**src/rtl/wordmul_pkg.sv**
```systemverilog
package wordmul_pkg;
  localparam int unsigned HALF_W = 32;
  localparam int unsigned PROD_W = 2 * HALF_W;
  localparam int unsigned REG_IDX_W = 5;

  typedef struct packed {
    logic                 en;
    logic [REG_IDX_W-1:0] addr;
    logic [PROD_W-1:0]    data;
  } wr_port_t;
endpackage

```
**src/rtl/wordmul_seq.sv**
```systemverilog
module wordmul_seq #(
  parameter int unsigned W = 32
) (
  input  logic           clk,
  input  logic           rst,
  input  logic           start,
  input  logic           is_signed,
  input  logic [W-1:0]   a,
  input  logic [W-1:0]   b,
  output logic           busy,
  output logic           done,
  output logic [2*W-1:0] prod
);
  localparam int unsigned PW = 2 * W;
  localparam int unsigned CW = $clog2(W);

  function automatic logic [W-1:0] magnitude(input logic [W-1:0] v, input logic sgn);
    return (sgn && v[W-1]) ? (~v + 1'b1) : v;
  endfunction

  function automatic logic [PW-1:0] apply_sign(input logic [PW-1:0] p, input logic neg);
    return neg ? (~p + 1'b1) : p;
  endfunction

  logic [PW-1:0] mcand;
  logic [W-1:0]  mplier;
  logic [PW-1:0] acc;
  logic [CW-1:0] step;
  logic          neg_q;

  logic          accept;
  logic          last_step;
  logic          start_ignored;
  logic [PW-1:0] acc_next;

  assign accept        = start && !busy;
  assign start_ignored = start && busy;
  assign last_step     = busy && (step == CW'(W - 1));
  assign acc_next      = mplier[0] ? (acc + mcand) : acc;

  always_ff @(posedge clk) begin
    if (rst) begin
      busy   <= 1'b0;
      done   <= 1'b0;
      step   <= '0;
      acc    <= '0;
      mcand  <= '0;
      mplier <= '0;
      neg_q  <= 1'b0;
      prod   <= '0;
    end else begin
      done <= 1'b0;
      if (accept) begin
        busy   <= 1'b1;
        step   <= '0;
        acc    <= '0;
        mcand  <= {{W{1'b0}}, magnitude(a, is_signed)};
        mplier <= magnitude(b, is_signed);
        neg_q  <= is_signed && (a[W-1] ^ b[W-1]);
      end else if (busy) begin
        acc    <= acc_next;
        mcand  <= mcand << 1;
        mplier <= mplier >> 1;
        step   <= step + 1'b1;
        if (last_step) begin
          busy <= 1'b0;
          done <= 1'b1;
          prod <= apply_sign(acc_next, neg_q);
        end
      end
    end
  end

  assert_done_single_R6: assert property (@(posedge clk) disable iff (rst)
    done |=> !done);
  assert_accept_busy_R6: assert property (@(posedge clk) disable iff (rst)
    accept |=> busy && !done);
  assert_ignored_start_R7: assert property (@(posedge clk) disable iff (rst)
    start_ignored |=> $stable(neg_q) && (busy || done));
  assert_reset_clears_R8: assert property (@(posedge clk)
    $past(rst) |-> !busy && !done);
endmodule

```
**src/rtl/wordmul_wb.sv**
```systemverilog
module wordmul_wb
  import wordmul_pkg::*;
(
  input  logic                 clk,
  input  logic                 rst,
  input  logic                 done,
  input  logic                 mode64,
  input  logic [REG_IDX_W-1:0] rd,
  input  logic [PROD_W-1:0]    prod,
  output wr_port_t             port0,
  output wr_port_t             port1
);
  logic [REG_IDX_W-1:0] even_addr;
  logic [REG_IDX_W-1:0] odd_addr;
  logic                 pair_write;

  assign even_addr  = {rd[REG_IDX_W-1:1], 1'b0};
  assign odd_addr   = {rd[REG_IDX_W-1:1], 1'b1};
  assign pair_write = done && !mode64;

  always_comb begin
    port0.en   = done;
    port1.en   = pair_write;
    port1.addr = odd_addr;
    port1.data = {{HALF_W{1'b0}}, prod[PROD_W-1:HALF_W]};
    if (mode64) begin
      port0.addr = rd;
      port0.data = prod;
    end else begin
      port0.addr = even_addr;
      port0.data = {{HALF_W{1'b0}}, prod[HALF_W-1:0]};
    end
  end

  assert_pair_addr_R4: assert property (@(posedge clk) disable iff (rst)
    port1.en |-> (port0.addr[0] == 1'b0) && (port1.addr == (port0.addr | 5'd1)));
  assert_pair_upper_zero_R4: assert property (@(posedge clk) disable iff (rst)
    port1.en |-> (port0.data[PROD_W-1:HALF_W] == '0) && (port1.data[PROD_W-1:HALF_W] == '0));
  assert_single_port_R5: assert property (@(posedge clk) disable iff (rst)
    (port0.en && mode64) |-> !port1.en && (port0.addr == rd));
  assert_en_gated_R6: assert property (@(posedge clk) disable iff (rst)
    port1.en |-> port0.en);
endmodule

```
**src/rtl/wordmul_pair.sv**
```systemverilog
module wordmul_pair
  import wordmul_pkg::*;
(
  input  logic                 clk,
  input  logic                 rst,
  input  logic                 start,
  input  logic                 is_signed,
  input  logic                 mode64,
  input  logic [PROD_W-1:0]    op_a,
  input  logic [PROD_W-1:0]    op_b,
  input  logic [REG_IDX_W-1:0] rd,
  output logic                 done,
  output logic                 wr0_en,
  output logic [REG_IDX_W-1:0] wr0_addr,
  output logic [PROD_W-1:0]    wr0_data,
  output logic                 wr1_en,
  output logic [REG_IDX_W-1:0] wr1_addr,
  output logic [PROD_W-1:0]    wr1_data
);
  logic                 busy;
  logic                 accept;
  logic [PROD_W-1:0]    prod;
  logic [REG_IDX_W-1:0] rd_q;
  logic                 mode64_q;
  wr_port_t             p0;
  wr_port_t             p1;
  logic                 unused_upper;

  assign accept       = start && !busy;
  assign unused_upper = ^{op_a[PROD_W-1:HALF_W], op_b[PROD_W-1:HALF_W]};

  always_ff @(posedge clk) begin
    if (rst) begin
      rd_q     <= '0;
      mode64_q <= 1'b0;
    end else if (accept) begin
      rd_q     <= rd;
      mode64_q <= mode64;
    end
  end

  wordmul_seq #(.W(HALF_W)) u_seq (
    .clk       (clk),
    .rst       (rst),
    .start     (start),
    .is_signed (is_signed),
    .a         (op_a[HALF_W-1:0]),
    .b         (op_b[HALF_W-1:0]),
    .busy      (busy),
    .done      (done),
    .prod      (prod)
  );

  wordmul_wb u_wb (
    .clk    (clk),
    .rst    (rst),
    .done   (done),
    .mode64 (mode64_q),
    .rd     (rd_q),
    .prod   (prod),
    .port0  (p0),
    .port1  (p1)
  );

  assign wr0_en   = p0.en;
  assign wr0_addr = p0.addr;
  assign wr0_data = p0.data;
  assign wr1_en   = p1.en;
  assign wr1_addr = p1.addr;
  assign wr1_data = p1.data;

  assert_dest_held_R7: assert property (@(posedge clk) disable iff (rst)
    (busy && start) |=> $stable(rd_q) && $stable(mode64_q));
  assert_enables_idle_R6: assert property (@(posedge clk) disable iff (rst)
    !done |-> !wr0_en && !wr1_en);
endmodule

```
**config.mk**
```make
export PLATFORM = sky130hd
export DESIGN_NAME = wordmul_pair
export DESIGN_NICKNAME = d
export VERILOG_FILES = /design/src/rtl/wordmul_pkg.sv /design/src/rtl/wordmul_seq.sv /design/src/rtl/wordmul_wb.sv /design/src/rtl/wordmul_pair.sv
export SDC_FILE = /design/constraint.sdc
export NUM_CORES = 1
export LEC_CHECK = 0
export ABC_AREA = 0
export CAP_MARGIN = 20
export CORE_MARGIN = 3
export CORE_UTILIZATION = 31
export DETAILED_ROUTE_END_ITERATION = 6
export GPL_ROUTABILITY_DRIVEN = 0
export PLACE_DENSITY = 0.59
export SYNTH_ARGS = -nofsm -noshare
export SYNTH_HDL_FRONTEND = slang
export SYNTH_SLANG_ARGS = --single-unit
```
**constraint.sdc**
```tcl
create_clock -name clk -period 5.57 [get_ports clk]
set_clock_uncertainty 0.2 [all_clocks]
set_input_delay 1.114 -clock clk [delete_from_list [all_inputs] [get_ports clk]]
set_output_delay 1.114 -clock clk [all_outputs]
set_load 0.005 [all_outputs]
```
# After elaboration in Yosys (flattened, before gate mapping)
# Index checks and enable logic that the tools add are counted.
# op_classes
addsub,5
multipliers,0
div_mod_pow,0
order_cmp,0
n_eq_ne,1
shift,0
muxes,13
bitwise_logic,6
n_reduce_logical,12
# op_table
cell,count
32-bit 2-to-1 mux,6
64-bit 2-to-1 mux,2
65-bit 2-to-1 mux,1
32-bit by 1-bit adder with 32-bit output (second input constant),2
64-bit by 1-bit adder with 64-bit output (second input constant),1
64-bit adder,1
32-bit inverter,2
64-bit inverter,1
1-bit logical AND,6
5-bit by 1-bit adder with 5-bit output (second input constant),1
5-bit == test (second input constant),1
1-bit 2-to-1 mux,4
3-bit AND reduction,1
3-bit OR reduction,1
1-bit zero test,2
1-bit inverter,2
2-bit nonzero test,1
2-bit OR reduction,1
1-bit XOR,1
# totals
regBits,238
latchBits,0
ramBits,0
mem_bits_ro,0
output_inout_bits,141
memories,0

# Depth between registers and ports, before layout
# Gate-level depths: netlist of the first run.
# logic_depth
word_depth,5
depth_mapped,15
mapped_depth_nobuf,15

# Cells and area by module
# A second synthesis of the first run with hierarchy kept.
# unflattened
cells_unflattened,2475
area_unflattened_um2,18257.5
# by_module_without_submodules
module,n_inst,cells_each,area_each_um2
wordmul_seq,1,2303,16882.4
wordmul_wb,1,146,1082.3
wordmul_pair,1,26,292.8

# Worst setup path before layout of the first run
# Ideal clock, no wire load.
# synth_timing
path_kind,reg2reg
startpoint,reg u_seq.acc[0]
endpoint,reg u_seq.prod[61]
setup_ps,127
arrival_time_ps,3877
required_ps,5243
setup_slack_ps,1365
stages_incl_launch_ff,16
n_path_buf,0
period_less_slack_ps,4205
cell_sequence,dfxtp_1 -> ha_1 -> inv_1 -> fa_1 -> nor2b_4 -> o31a_4 -> o21ai_4 -> a211oi_2 -> or4_4 -> a31o_1 -> or4_4 -> nor4_4 -> nand3_4 -> o41ai_1 -> xor2_1 -> o21ai_1
# synth_between
elab_chain_len,5
# synth_lines
element,line_no,rtl
"start, declared",wordmul_seq.sv:27,logic [PW-1:0] acc;
"start signal, assigned",wordmul_seq.sv:61,acc <= acc_next;
64-bit adder,wordmul_seq.sv:39,assign acc_next = mplier[0] ? (acc + mcand) : acc;
64-bit 2-to-1 mux (*),wordmul_seq.sv:39,
64-bit inverter,wordmul_seq.sv:22,return neg ? (~p + 1'b1) : p;
64-bit by 1-bit adder with 64-bit output,wordmul_seq.sv:22,
64-bit 2-to-1 mux (*),wordmul_seq.sv:22,
"end signal, assigned",wordmul_seq.sv:68,"prod <= apply_sign(acc_next, neg_q);"
"end, declared",wordmul_seq.sv:12,output logic [2*W-1:0] prod
# Mark *: on every way between the ends. The rest lies on a longest branch, timed or not.
# A chain may end at the register's enable or synchronous reset.

# Worst setup path after layout of the first run
# layout_timing
startpoint,reg u_seq.acc[7]
endpoint,reg u_seq.prod[61]
# The elaborated chain is that of the path after synthesis.

==> impl_metrics.toml, run 1 <==
[critical_path]
worstSetupPathType = "flop to flop"
arrival_ns = 5.51
crit_path_end_kind = "flop"
startpoint_type = "flop"
cp.required_ns = 5.85
cp_max_fo = 9
reg2reg_depth = 13

[cells_and_area]
num_antenna_cells = 0
final-seq-area_um2 = 4770
syn2layout_area_growth_pct = 19.1
multi_input_area_um2 = 12000
final_util = 0.374
drive_gt1_frac = 0.0619
fillers = 5816
finalNonFillerCells = 3227
stdcell_area_um2 = 21100
layout.nets = 2654

[sta]
fin_tns_setup_ns = 0
max_slew_margin = 0.308
rsz0062_at_grt = "no"
tightest_slew_ns = 1.04
fmax_mhz = 191
setup_violations = 0
setup_slack_ns = 0.335
post-route-period-util = 0.940
period_minus_slack_ns = 5.23
slew_viol_final = 0
hold_violations = 0
timing.hold.ws_ns = 0.255

[clock_network]
numCtsBuffers = 30
clock_path_buffers = 3
clk_latency_ns = 0.60
cts_repair_resize_count = 0
holdBufCountCts = 0
cts_tree = "built"
cts.clk_slew.worst_paths_ns = 0.07
clkSinkCount = 238
cts-htree-levels = 1
cts_setup_buffers = 0
root_buffer = "clkbuf_16"

[drt]
wirelength_mm = 57.6
ant_nets = 0
vias = 17700
wl_per_cell_um = 17.8
drt_iter0_drc = 1449
drt-pass1-iter-count = 5
viasPerCell = 5.48
drc = 0

[place]
io_buffer_count = 181
dp_slack_ns = 0.404
dp_hpwl_mm = 45.1
dp.cells = 3169
dpl_cell_area_um2 = 20000

[yosys]
synthArstFlopShare = 0
synth-edff-count = 0
yosys-top-cells-area = "dfxtp_1 27%, nor2_1 6.9%, a21oi_1 5.9%"
yosysMostFrequentCell = "nor2_1"
yosysSeqAreaShare = 0.269
yosysTopAreaCellShare = 0.269
syn_area_per_cell_um2 = 7.51
yosysTopAreaCell = "dfxtp_1"
syn_area_um2 = 17700
synthCells = 2360
yosys_warnings = 0
synthDistinctLibCells = 100
synthTopCellsByCount = "326 x nor2_1, 238 x dfxtp_1, 237 x nand2_1"
ys.flop_type = "dfxtp_1"
yosys_register_bits = 238

[pwr]
power.leakage_nw = 7.59
p_per_area_nw_per_um2 = 234
total_power_mw = 4.95
peakVddDrop_mv = 0.215

[floorplanning]
die_h_um = 245
fp.dieArea_um2 = 60100
rows = 87
die_x_um = 245
start_util = 0.314
coreArea_um2 = 56500
io-pin-count = 279

[global_routing]
gr-usage-met2 = 0.284
grt_pass1_wl_mm = 90.0
grt_use_met3 = 0.0368
grt_use_total = 0.184
grt_use_met1 = 0.255
grt_max_degree = 105
antenna_found_initial = 1
grt_pass1_vias = 16200
top_usage_layer = "met2"
grt.overflow.total = 0

[flow_run]
cap_violations = 0

[hold_path]
hold_class = "flop to flop"
holdPathStages = 2

[status]
status = "complete, no violations"
critical path, stage by stage (launching register included):
cell	delay [ns]
dfxtp_1	0.37
ha_1	0.45
nand2_1	0.13
o21ai_0	0.44
a211oi_2	0.15
o311ai_1	0.76
a21oi_1	0.32
o2111a_1	0.35
nor3_2	0.34
o2111ai_1	0.33
nand4b_1	0.43
o41ai_1	0.53
xor2_1	0.23
o21ai_1	0.07
flip-flops by register name, summed over array words and instances (netlist names):
name and flops:
mode64_q 1, u_seq.busy 1, u_seq.neg_q 1, u_seq.done 1, u_seq.mplier 32, u_seq.step 5, u_seq.prod 64, u_seq.acc 64
u_seq.mcand 64, rd_q 5
metal layers:
layer / part of all wire / up-vias / wire length [um]
li1: - / 8707 / -
met4: 0.033 / 2 / 1880
met3: 0.081 / 100 / 4690
met2: 0.43 / 609 / 24500
met1: 0.46 / 8254 / 26500
met5: 0.00023 / - / 13
cell families (layout without fill, tap and decap cells):
| family | Yosys count | count (layout) | synth area share |
|---|---|---|---|
| AO/OA/AOI/OAI | 748 | 748 | 0.280 |
| XOR/XNOR | 143 | 143 | 0.0707 |
| adder cells (fa/ha/maj) | 69 | 69 | 0.0491 |
| buffers and inverters | 230 | 310 | 0.0594 |
| flip-flops | 238 | 238 | 0.269 |
| multiplexers | 83 | 83 | 0.0475 |
| other | 2 | 33 | 0.000424 |
| AND/OR/NAND/NOR | 847 | 847 | 0.224 |
cell usage in the layout, fill, tap and decap left out, types with 30 or more instances in the layout:
cell type,n
a211oi_1,112
a21oi_1,209
and2_1,41
buf_4,30
clkbuf_16,30
clkdlybuf4s50_1,179
conb_1,33
dfxtp_1,235
ha_1,68
inv_1,39
mux2i_1,74
nand2_1,237
nand3_1,30
nand4_1,33
nor2_1,326
nor3_1,42
o21ai_0,154
xnor2_1,98
xor2_1,45
where the power goes:
part           leakage (nW)  internal, mW  total (mW)  switching [mW]
sequential             1.94          1.76        1.84          0.0748
combinational          5.11         0.369       0.957           0.588
clock                 0.542          1.34        2.15           0.813
path summary, 6_finish.rpt:
check / startpoint / to / slack [ns]
max: u_seq.acc[7] / u_seq.prod[61] / 0.34
min: u_seq.prod[1] / u_seq.prod[1] / 0.26
max reg2reg: u_seq.acc[7] / u_seq.prod[61] / 0.34
min reg2reg: u_seq.prod[1] / u_seq.prod[1] / 0.26
layout make-up:
class                           count  area share
Sequential cell                   238       0.226
Timing Repair Buffer              213      0.0989
Clock buffer                       38      0.0393
Inverter                           41     0.00729
Tap cell                          756      0.0448
Multi-Input combinational cell   1923       0.570
Clock inverter                     18      0.0133
Power figures use the tool's default switching activity.
==> run 2, diff against run 1 <==
--- a/config.mk
+++ b/config.mk
@@ -8,10 +8,10 @@
 export ABC_AREA = 0
 export CAP_MARGIN = 20
 export CORE_MARGIN = 3
-export CORE_UTILIZATION = 31
+export CORE_UTILIZATION = 35
 export DETAILED_ROUTE_END_ITERATION = 6
 export GPL_ROUTABILITY_DRIVEN = 0
-export PLACE_DENSITY = 0.59
+export PLACE_DENSITY = 0.64
 export SYNTH_ARGS = -nofsm -noshare
 export SYNTH_HDL_FRONTEND = slang
 export SYNTH_SLANG_ARGS = --single-unit
==> run 2 against run 1 <==
First-iteration DRC count down 10%; via count is 1.0% higher; worst setup slack improved by 0.049 ns; power down 4.0%; final area is 1.3% lower; flip-flop and latch count did not move; final cell count shrank 3.1%; highest routed layer unchanged.
==> impl_metrics.toml, run 2 (synthesis gave the netlist of run 1 again) <==
[drt]
ant_nets = 0
drt-pass1-iter-count = 5
drc = 0
wl_per_cell_um = 18.0
drt_iter0_drc = 1304
vias = 17900
wirelength_mm = 56.3
viasPerCell = 5.71

[sta]
hold_violations = 0
period_minus_slack_ns = 5.19
fmax_mhz = 193
post-route-period-util = 0.931
max_slew_margin = 0.318
slew_viol_final = 0
fin_tns_setup_ns = 0
setup_violations = 0
tightest_slew_ns = 1.01
rsz0062_at_grt = "no"

[critical_path]
cp.required_ns = 5.80
worstSetupPathType = "flop to flop"
rr_startpoint = "u_seq.mcand[26]"
reg2reg_to = "u_seq.prod[61]"
crit_path_end_kind = "flop"
arrival_ns = 5.42
startpoint_type = "flop"
r2r_slack_ns = 0.38
reg2reg_depth = 13
cp_max_fo = 8

[global_routing]
grt_pass1_wl_mm = 88.8
grt_pass1_vias = 16100
grt_use_total = 0.201
antenna_found_initial = 4
grt.overflow.total = 0
grt_max_degree = 106

[hold_path]
holdPathEnd = "rd_q[0]"
holdPathStages = 2
hold_class = "flop to flop"
min_from = "rd_q[0]"

[place]
io_buffer_count = 181
dp.cells = 3074
dp_hpwl_mm = 43.6

[cells_and_area]
final_common_cell = "nor2_1"
final-seq-area_um2 = 4770
finalNonFillerCells = 3127
layout.nets = 2648
multi_input_area_um2 = 12000
final_cell_mix = "326 x nor2_1, 237 x nand2_1, 235 x dfxtp_1"
syn2layout_area_growth_pct = 17.6
largestRegisters = "u_seq.acc x64, u_seq.mcand x64, u_seq.prod x64"
drive_gt1_frac = 0.0581
num_antenna_cells = 0
fillers = 5075

[clock_network]
cts_repair_resize_count = 0
cts-htree-levels = 1
holdBufCountCts = 0
clkSinkCount = 238
clock_path_buffers = 3
cts_setup_buffers = 0
cts.clk_slew.worst_paths_ns = 0.06
clk_latency_ns = 0.57
cts_tree = "built"
root_buffer = "clkbuf_16"
numCtsBuffers = 28

[floorplanning]
io-pin-count = 279
die_h_um = 231
coreArea_um2 = 49500
die_x_um = 231
start_util = 0.358
rows = 81
fp.dieArea_um2 = 53400

[status]
status = "complete, no violations"

[pwr]
power.leakage_nw = 7.51
p_per_area_nw_per_um2 = 228
peakVddDrop_mv = 0.190

[flow_run]
cap_violations = 0
==> run 2: changes by cell type in the layout (fill, tap and decap cells not counted) <==
cell        delta
buf_12         -1
buf_4          -3
bufinv_16      -3
clkbuf_1       +2
clkbuf_16      -1
clkbuf_8       +3
clkinv_16      -1
clkinv_2       -3
clkinvlp_4     +1
inv_6          -2
==> run 2: layer usage <==
layer	vias up	part of all wire	track usage
met2	719	0.43	0.312
met1	8335	0.46	0.289
met5	-	0.00057	0
met4	4	0.022	0.0422
li1	8691	-	-
met3	108	0.096	0.0412
==> run 2: area by class of cell <==
class                           count  share of cell area
Inverter                           41             0.00739
Sequential cell                   238               0.229
Timing Repair Buffer              209              0.0982
Tap cell                          664              0.0399
Multi-Input combinational cell   1923               0.578
Clock buffer                       42              0.0410
Clock inverter                     10             0.00654
==> run 2: worst max-delay path, stage by stage (launching register included) <==
cell and delay (ns):
dfxtp_1 0.43, ha_1 0.36, a21oi_1 0.24, o21ai_0 0.24, a211o_1 0.34, o21ai_0 0.58
a21oi_1 0.31, or3_1 0.48, xnor2_1 0.25, o2111ai_1 0.27, nand4b_1 0.41, o41ai_1 0.51
xor2_1 0.33, o21ai_1 0.09
==> run 2: worst max-delay path by stage <==
stage	start	endpoint	slack, ns	cells after the start
6_report	u_seq.mcand[26]	u_seq.prod[61]	0.38	13
5_1_grt	u_seq.mcand[15]	u_seq.prod[62]	0.18	13
4_1_cts	u_seq.acc[7]	u_seq.prod[61]	0.54	13
3_5_place_dp	u_seq.acc[7]	u_seq.prod[61]	0.57	13
3_3_place_gp	op_a[2]	u_seq.mcand[29]	0.61	13
2_1_floorplan	u_seq.acc[0]	u_seq.prod[61]	1.37	15
==> run 2: where the power goes <==
group | internal (mW) | switching [mW]
clock network | 1.19 | 0.762
logic | 0.366 | 0.595
registers | 1.76 | 0.0677
total | 3.32 | 1.43
==> run 2: stage by stage <==
stage | hold WS, ns | power [mW] | setup WS, ns | area [um^2] | util
CTS | 0.256 | 4.79 | 0.540 | 20800 | 0.421
global route | 0.267 | 4.98 | 0.179 | 20800 | 0.421
detailed placement | 0.244 | 2.81 | 0.568 | 19800 | 0.401
finish | 0.253 | 4.75 | 0.384 | 20800 | 0.421
global placement | 0.240 | 2.79 | 0.607 | 19800 | 0.401
floorplan | 0.232 | 2.54 | 1.37 | 17800 | -
